===== src/rtl/sp_port_pkg.sv =====
package sp_port_pkg;
    localparam int unsigned PORT_LINES = 8;
    localparam int unsigned BIDIR_LO   = 2;
    localparam int unsigned BIDIR_HI   = 5;
    localparam int unsigned LINE_SDO_S = 2;   // slave data out / master data in
    localparam int unsigned LINE_SDO_M = 3;   // master data out / slave data in
    localparam int unsigned LINE_CLK   = 4;
    localparam int unsigned LINE_SEL   = 5;
    localparam int unsigned OSC_LINE   = 1;
    localparam int unsigned NO_PIN     = 6;

    typedef enum logic {
        OSC_IDLE    = 1'b0,
        OSC_RUNNING = 1'b1
    } osc_state_e;

    typedef enum logic [1:0] {
        MODE_GPIO   = 2'd0,
        MODE_MASTER = 2'd1,
        MODE_SLAVE  = 2'd2
    } port_mode_e;
endpackage


===== src/rtl/sp_port_regs.sv =====
module sp_port_regs #(
    parameter int unsigned LINES = 8,
    parameter int unsigned LO    = 2,
    parameter int unsigned HI    = 5
) (
    input  logic             clk,
    input  logic             rst_n,
    input  logic             wr_en,
    input  logic             reg_sel,
    input  logic [LINES-1:0] wdata,
    output logic [LINES-1:0] data_q,
    output logic [LINES-1:0] dir_q
);
    localparam logic [LINES-1:0] KEEP_MASK =
        LINES'(((1 << (HI - LO + 1)) - 1) << LO);

    always_ff @(posedge clk or negedge rst_n) begin
        if (!rst_n) begin
            data_q <= '0;
            dir_q  <= '0;
        end else if (wr_en) begin
            if (reg_sel) dir_q  <= wdata & KEEP_MASK;
            else         data_q <= wdata & KEEP_MASK;
        end
    end
endmodule


===== src/rtl/sp_osc_latch.sv =====
module sp_osc_latch
    import sp_port_pkg::*;
(
    input  logic clk,
    input  logic rst_n,
    input  logic osc_req,
    output logic osc_on
);
    osc_state_e state_q, state_d;

    always_ff @(posedge clk or negedge rst_n) begin
        if (!rst_n) state_q <= OSC_IDLE;
        else        state_q <= state_d;
    end

    always_comb begin
        state_d = state_q;
        unique case (state_q)
            OSC_IDLE:    if (osc_req) state_d = OSC_RUNNING;   // ARM
            OSC_RUNNING: state_d = OSC_RUNNING;                // HOLD
            default:     state_d = OSC_IDLE;
        endcase
    end

    always_comb begin
        osc_on = 1'b0;
        unique case (state_q)
            OSC_IDLE:    osc_on = 1'b0;
            OSC_RUNNING: osc_on = 1'b1;
            default:     osc_on = 1'b0;
        endcase
    end
endmodule


===== src/rtl/sp_line_mux.sv =====
module sp_line_mux
    import sp_port_pkg::*;
#(
    parameter int unsigned IDX = 2
) (
    input  port_mode_e mode,
    input  logic       dir_bit,
    input  logic       latch_bit,
    input  logic       eng_val,
    input  logic       wired_or,
    input  logic       pin_lvl,
    output logic       oe,
    output logic       drv,
    output logic       rd_bit
);
    logic is_out;
    logic val;

    always_comb begin
        is_out = dir_bit;
        val    = latch_bit;
        unique case (mode)
            MODE_GPIO: begin
                is_out = dir_bit;
                val    = latch_bit;
            end
            MODE_MASTER: begin
                if (IDX == LINE_SDO_S) begin
                    is_out = 1'b0;
                end else if (IDX == LINE_SDO_M || IDX == LINE_CLK) begin
                    is_out = dir_bit;
                    val    = eng_val;
                end else begin
                    is_out = dir_bit;
                end
            end
            MODE_SLAVE: begin
                if (IDX == LINE_SDO_S) begin
                    is_out = dir_bit;
                    val    = eng_val;
                end else begin
                    is_out = 1'b0;
                end
            end
            default: is_out = 1'b0;
        endcase
    end

    assign oe     = is_out & ~(wired_or & val);
    assign drv    = oe & val;
    assign rd_bit = is_out ? latch_bit : pin_lvl;
endmodule


===== src/rtl/spi_shared_port.sv =====
module spi_shared_port
    import sp_port_pkg::*;
#(
    parameter int unsigned LINES = PORT_LINES
) (
    input  logic             clk,
    input  logic             rst_n,
    input  logic             wr_en,
    input  logic             reg_sel,
    input  logic [LINES-1:0] wdata,
    output logic [LINES-1:0] rdata,
    input  logic             spi_en,
    input  logic             spi_master,
    input  logic             spi_miso_out,
    input  logic             spi_mosi_out,
    input  logic             spi_sck_out,
    output logic             spi_din,
    output logic             spi_sck_in,
    output logic             spi_ss_n,
    output logic             spi_fault_n,
    input  logic             tosc_en,
    input  logic             tosc_drive,
    output logic             osc_active,
    input  logic             wired_or,
    input  logic [LINES-1:0] pin_in,
    output logic [LINES-1:0] pin_oe,
    output logic [LINES-1:0] pin_out
);
    logic [LINES-1:0] data_q, dir_q, data_rd, eng_vals;
    port_mode_e       mode;

    sp_port_regs #(.LINES(LINES), .LO(BIDIR_LO), .HI(BIDIR_HI)) u_regs (
        .clk(clk), .rst_n(rst_n), .wr_en(wr_en), .reg_sel(reg_sel),
        .wdata(wdata), .data_q(data_q), .dir_q(dir_q)
    );

    sp_osc_latch u_osc (
        .clk(clk), .rst_n(rst_n), .osc_req(tosc_en), .osc_on(osc_active)
    );

    always_comb begin
        if (!spi_en)        mode = MODE_GPIO;
        else if (spi_master) mode = MODE_MASTER;
        else                 mode = MODE_SLAVE;
    end

    always_comb begin
        eng_vals             = '0;
        eng_vals[LINE_SDO_S] = spi_miso_out;
        eng_vals[LINE_SDO_M] = spi_mosi_out;
        eng_vals[LINE_CLK]   = spi_sck_out;
    end

    for (genvar k = 0; k < LINES; k++) begin : g_line
        if (k >= BIDIR_LO && k <= BIDIR_HI) begin : g_bidir
            sp_line_mux #(.IDX(k)) u_mux (
                .mode(mode), .dir_bit(dir_q[k]), .latch_bit(data_q[k]),
                .eng_val(eng_vals[k]), .wired_or(wired_or), .pin_lvl(pin_in[k]),
                .oe(pin_oe[k]), .drv(pin_out[k]), .rd_bit(data_rd[k])
            );
        end else if (k == OSC_LINE) begin : g_osc
            assign pin_oe[k]  = osc_active;
            assign pin_out[k] = osc_active & tosc_drive;
            assign data_rd[k] = ~osc_active & pin_in[k];
        end else if (k == NO_PIN) begin : g_none
            assign pin_oe[k]  = 1'b0;
            assign pin_out[k] = 1'b0;
            assign data_rd[k] = 1'b0;
        end else begin : g_input
            assign pin_oe[k]  = 1'b0;
            assign pin_out[k] = 1'b0;
            assign data_rd[k] = pin_in[k];
        end
    end

    assign rdata = reg_sel ? dir_q : data_rd;

    always_comb begin
        spi_din     = 1'b0;
        spi_sck_in  = 1'b0;
        spi_ss_n    = 1'b1;
        spi_fault_n = 1'b1;
        unique case (mode)
            MODE_GPIO: ;
            MODE_MASTER: begin
                spi_din = pin_in[LINE_SDO_S];
                if (!dir_q[LINE_SEL]) spi_fault_n = pin_in[LINE_SEL];
            end
            MODE_SLAVE: begin
                spi_din    = pin_in[LINE_SDO_M];
                spi_sck_in = pin_in[LINE_CLK];
                spi_ss_n   = pin_in[LINE_SEL];
            end
            default: ;
        endcase
    end
endmodule


===== config.mk =====
export PLATFORM = sky130hd
export DESIGN_NAME = spi_shared_port
export DESIGN_NICKNAME = d
export VERILOG_FILES = /design/src/rtl/sp_port_pkg.sv /design/src/rtl/sp_port_regs.sv /design/src/rtl/sp_osc_latch.sv /design/src/rtl/sp_line_mux.sv /design/src/rtl/spi_shared_port.sv
export SDC_FILE = /design/constraint.sdc
export NUM_CORES = 1
export LEC_CHECK = 0
export BUFFER_PORTS_ARGS = -buffer_cell sky130_fd_sc_hd__buf_2
export CAP_MARGIN = 10
export CORE_MARGIN = 2
export CORE_UTILIZATION = 46
export CTS_BUF_LIST = sky130_fd_sc_hd__clkbuf_4 sky130_fd_sc_hd__clkbuf_8
export DETAILED_ROUTE_END_ITERATION = 16
export PLACE_DENSITY = 0.87
export SYNTH_ARGS = -nofsm -noshare
export SYNTH_HDL_FRONTEND = slang
export SYNTH_SLANG_ARGS = --single-unit

===== constraint.sdc =====
create_clock -name clk -period 2.56 [get_ports clk]
set_input_delay 0.128 -clock clk [delete_from_list [all_inputs] [get_ports clk]]
set_output_delay 0.128 -clock clk [all_outputs]
set_load 0.05 [all_outputs]

* Word-level counts from Yosys, hierarchy flattened *
Cells that the tools add are included.

storage, ports and cells
  register bits = 9
  bits of input ports = 28
  logic and storage cells = 53

operators by class
  equality and inequality tests = 2
  multiplexer cells = 22
  bitwise logic cells = 21
  reductions and logical operators = 5

operators by type and width
  cell                                                  count
  2-to-1 mux 1 bit                                      16
  AND 1 bit                                             14
  2-to-1 mux 8 bit                                      1
  NOT 1 bit                                             7
  one-hot mux 1 bit (2 select lines)                    3
  2-to-1 mux 2 bit                                      2
  AND reduction 2 bit                                   2
  OR reduction 2 bit                                    2
  equality test 2 x 1 -> 1 bit (second input constant)  1
  equality test 2 bit (second input constant)           1
  logical NOT 2 bit                                     1

* Depth between registers and ports, before layout *
  depth in word-level cells = 8
  gate-level depth with buffers = 5
  gate-level depth less buffers = 3

* By module *
A second synthesis with hierarchy kept.

second synthesis, totals
  cell total of the unflattened synthesis = 76
  area, all modules = 868.3 um2

modules (own cells, without submodules)
  module                                     instances  cells each  area an instance (um2)  seq. area each (um2)
  sp_port_regs                               1          27          389.1                   200.2
  spi_shared_port                            1          28          237.7                   0.0
  sp_line_mux (g_line[2].g_bidir.u_mux ...)  3          5           56.3                    0.0
  sp_line_mux (g_line[5].g_bidir.u_mux)      1          4           41.3                    0.0
  sp_osc_latch                               1          2           31.3                    25.0

* Least setup slack after synthesis *
No wires, ideal clock.

  path type = flip-flop to output port
  start = reg u_osc.state_q
  end = out rdata[1]
  data arrival time = 1.798 ns
  required time = 2.432 ns
  slack = 0.634 ns
  stages on the path, launching flop included = 2
  buffers on the path = 0
  cell sequence = dfrtp_1 > nor3b_1

on the way
  longest elaborated chain between the ends = 5

ends and longest elaborated chain
  what                                  line                   RTL
  start, declared                       sp_osc_latch.sv:9      osc_state_e state_q, state_d;
  start signal, assigned                sp_osc_latch.sv:13     else state_q <= state_d;
  NOT 1 bit                             sp_osc_latch.sv:27     unique case (state_q)
  one-hot mux 1 bit (2 select lines) *  sp_osc_latch.sv:27
  NOT 1 bit *                           spi_shared_port.sv:64  assign data_rd[k] = ~osc_active & pin_in[k];
  AND 1 bit *                           spi_shared_port.sv:64
  2-to-1 mux 8 bit *                    spi_shared_port.sv:76  assign rdata = reg_sel ? dir_q : data_rd;
  end, declared                         spi_shared_port.sv:11  output logic [LINES-1:0] rdata,

Mark *: on every way between the ends. The rest lies on a longest branch, timed or not.

* Worst setup path in the final report *
  start = in spi_en
  end = out rdata[5]

on the way
  longest elaborated chain between the ends = 6
  elaborated cells between the ends (all ways) = 7
  classes of those cells = eq/ne: 1; mux: 4; reduce/logical: 2

ends and longest elaborated chain
  what                                                                      line                   RTL
  start, declared                                                           spi_shared_port.sv:12  input logic spi_en,
  2-to-1 mux 2 bit *                                                        spi_shared_port.sv:42  if (!spi_en) mode = MODE_GPIO;
  equality test 2 x 1 -> 1 bit / logical NOT 2 bit (equally long branches)  sp_line_mux.sv:22      unique case (mode)
  OR reduction 2 bit (no line) *                                            --
  2-to-1 mux 1 bit *                                                        --
  2-to-1 mux 1 bit *                                                        sp_line_mux.sv:51      assign rd_bit = is_out ? latch_bit : pin_lvl;
  2-to-1 mux 8 bit *                                                        spi_shared_port.sv:76

Marked as above.

==> impl_metrics.yaml <==
sta:
  rsz0062_at_grt: "no"
  min_period_over_period: 0.592
  fmax_mhz: 660
  min_period_ns: 1.52
  finalSetupTns_ns: 0
  drv_slew: 0
  fin_skew_ns: 0
  hold_viol_final: 0
  setup_viol: 0
setup_path:
  path_delay_family: "simple AND/OR/NAND/NOR gates"
  critPathSlowestCell: "nor2b_2"
  cp.arrival_ns: 1.39
  cp.required_ns: 2.43
  cpMostUsedCell: "buf_2"
  cp-start-kind: "input pin"
  crit_cells: 5
  cp_max_fo: 11
  crit_path_max_incr_delay_ns: 0.47
  timing.rr.end: "u_regs.dir_q[5]"
  regToRegStartpoint: "u_regs.dir_q[5]"
  path_cells: "buf_2, nor2b_2, nor4b_2, a211oi_2, buf_2"
  critPathCaptureType: "output pin"
  reg2regPathDepth: 1
  path_buf_inv: 2
  path_class: "input pin to output pin"
  rrSetupSlack_ns: 1.68
clocking:
  cts_sinks: 9
  postCtsSetupBuffers: 0
  clock_latency_ns: 0.24
  cts.reportedPaths.clkPinSlew_ns: 0.05
  clockBufferDepth: 2
  htree_levels: 1
  cts_root_buffer: "clkbuf_4"
  numCtsBuffers: 3
  cts_tree: "yes"
min_path:
  holdPathEnd: "u_osc.state_q"
  hold_class: "input pin to register"
  holdPathStages: 2
  worstHoldStart: "tosc_en"
logic_synthesis:
  syn_avg_cell_area_sq_um: 8.96
  yosysTopAreaCell: "dfrtp_1"
  synth_edf_count: 0
  yosys_register_bits: 9
  yosys_warnings: 0
  netlist_area_sq_um: 842
  async_reset_ff_frac: 1.00
  yosysSeqAreaShare: 0.267
  yosys.area_share.simple: 0.282
  synth_top_family_by_area: "simple AND/OR/NAND/NOR gates"
  synth_top_area_share: 0.267
  synth_compound_area_frac: 0.132
  muxShareOfSynthArea: 0.119
  ys.flop_type: "dfrtp_1"
  synth.area.top_cells: "dfrtp_1 27%, buf_4 15%, mux2_1 11%, nor2b_1 5.2%, a21oi_1 4.8%"
  syn_inst: 94
  synth.most_common_cell: "buf_4"
  synth-xor-area-share: 0
  synthDistinctLibCells: 27
  synthAdderAreaFrac: 0
  yosys-top-cells-count: "17 x buf_4, 9 x dfrtp_1, 8 x a21oi_1, 8 x mux2_1, 7 x nor2b_1"
placement:
  port_buffers: 44
  hpwl_um: 1480
  routabilityCongestion: 0.749
route:
  num_vias: 729
  drt_iter0_markers: 5
  wl_um: 1720
  ant_nets: 0
  drtPass1Iterations: 3
  routedWlPerCell_um: 11.1
  post_drt_via_cell_ratio: 4.73
  drc: 0
die:
  rows: 15
  core_area_sq_mm: 0.00173
  die_height_um: 46.8
  io_pins: 57
  die_area_sq_mm: 0.00219
  die_w_um: 46.8
  start_util: 0.488
global_routing:
  grt_pass1_vias: 591
  antenna_found_initial: 0
  grt.total_usage: 0.163
  grt_max_degree: 15
  grt.overflow.total: 0
  grt_pass1_wl_um: 2570
layout:
  diodes: 0
  n_fill_cell: 159
  syn_to_final_growth_pct: 19.6
  final_nets: 158
  final_util: 0.583
  drive_gt1_frac: 0.457
status:
  status: "completed"
power_and_ir_drop:
  ir_drop_v: 0.000399
  p_leak_nw: 0.492
  p_per_area_mw_per_mm2: 560
job:
  drv_cap: 0
==> power by group <==
group	internal (mW)	switching [mW]	total, mW
clock network	0.0701	0.0412	0.111
registers	0.161	0.0202	0.181
logic	0.0771	0.194	0.271
total	0.308	0.256	0.564
==> layer usage <==
layer,global-route usage,part of all wire,vias up
li1,-,-,376
met1,0.222,0.42,326
met2,0.260,0.50,27
met3,0.0346,0.076,0
met4,0.0500,0,0
met5,0,0,-
==> through the flow <==
stage	total power, mW	setup slack (ns)	hold slack, ns	instances	cell area, sq um
final	0.564	1.04	0.0711	154	1010
after global routing	0.605	0.934	0.0538	154	1010
after CTS	0.569	1.04	0.0618	154	1010
after detailed placement	0.455	1.04	-0.0170	149	967
after global placement	0.446	1.09	-0.0193	149	967
after floorplan	0.417	0.634	-0.168	100	865
==> flip-flops by register name (all words and copies together) (netlist names) <==
| register | count |
|---|---|
| u_regs.data_q | 4 |
| u_regs.dir_q | 4 |
| u_osc.state_q | 1 |
==> cell families (layout without fill, tap and decap cells) <==
kind of cell | count (synthesis) | after routing
other | 1 | 7
buffers and inverters | 24 | 53
multiplexers | 9 | 9
AO/OA/AOI/OAI | 15 | 15
flip-flops | 9 | 9
AND/OR/NAND/NOR | 36 | 36
==> layout by cell type (no fill, tap or decap), drive strengths merged <==
| cell type | n |
|---|---|
| nor2 | 3 |
| and2 | 3 |
| nor3 | 5 |
| nor2b | 9 |
| a21o | 1 |
| dfrtp | 9 |
| or3 | 1 |
| a221oi | 3 |
| conb | 7 |
| dlygate4sd3 | 1 |
| buf | 44 |
| a211oi | 3 |
| nor4 | 3 |
| clkbuf | 4 |
| nor4b | 1 |
| a21oi | 8 |
| inv | 4 |
| nand2b | 2 |
| mux2 | 8 |
| mux2i | 1 |
| nand2 | 6 |
| or2 | 1 |
| nor3b | 2 |
==> how the worst max path moves through the flow <==
| stage | start | end | slack [ns] |
|---|---|---|---|
| global placement | spi_en | pin_out[2] | 1.09 |
| CTS | spi_en | rdata[5] | 1.04 |
| floorplan | u_osc.state_q | rdata[1] | 0.63 |
| detailed placement | spi_en | rdata[5] | 1.04 |
| global route | spi_en | rdata[5] | 0.93 |
| finish | spi_en | rdata[5] | 1.04 |
==> cell type report <==
| cell class | instances | area (sq um) | area share |
|---|---|---|---|
| inverters | 4 | 15.0 | 0.0149 |
| well taps | 25 | 31.3 | 0.0311 |
| repair buffers | 45 | 230 | 0.229 |
| multi-input cells | 67 | 475 | 0.472 |
| flip-flops and latches | 9 | 225 | 0.224 |
| clock buffers | 4 | 30.0 | 0.0298 |
==> what timing repair did <==
item,CTS,global route
hold buffers,1,0
endpoints found under the hold margin,9,0
gates resized for setup,0,0
(Power assumes the default switching activity.)
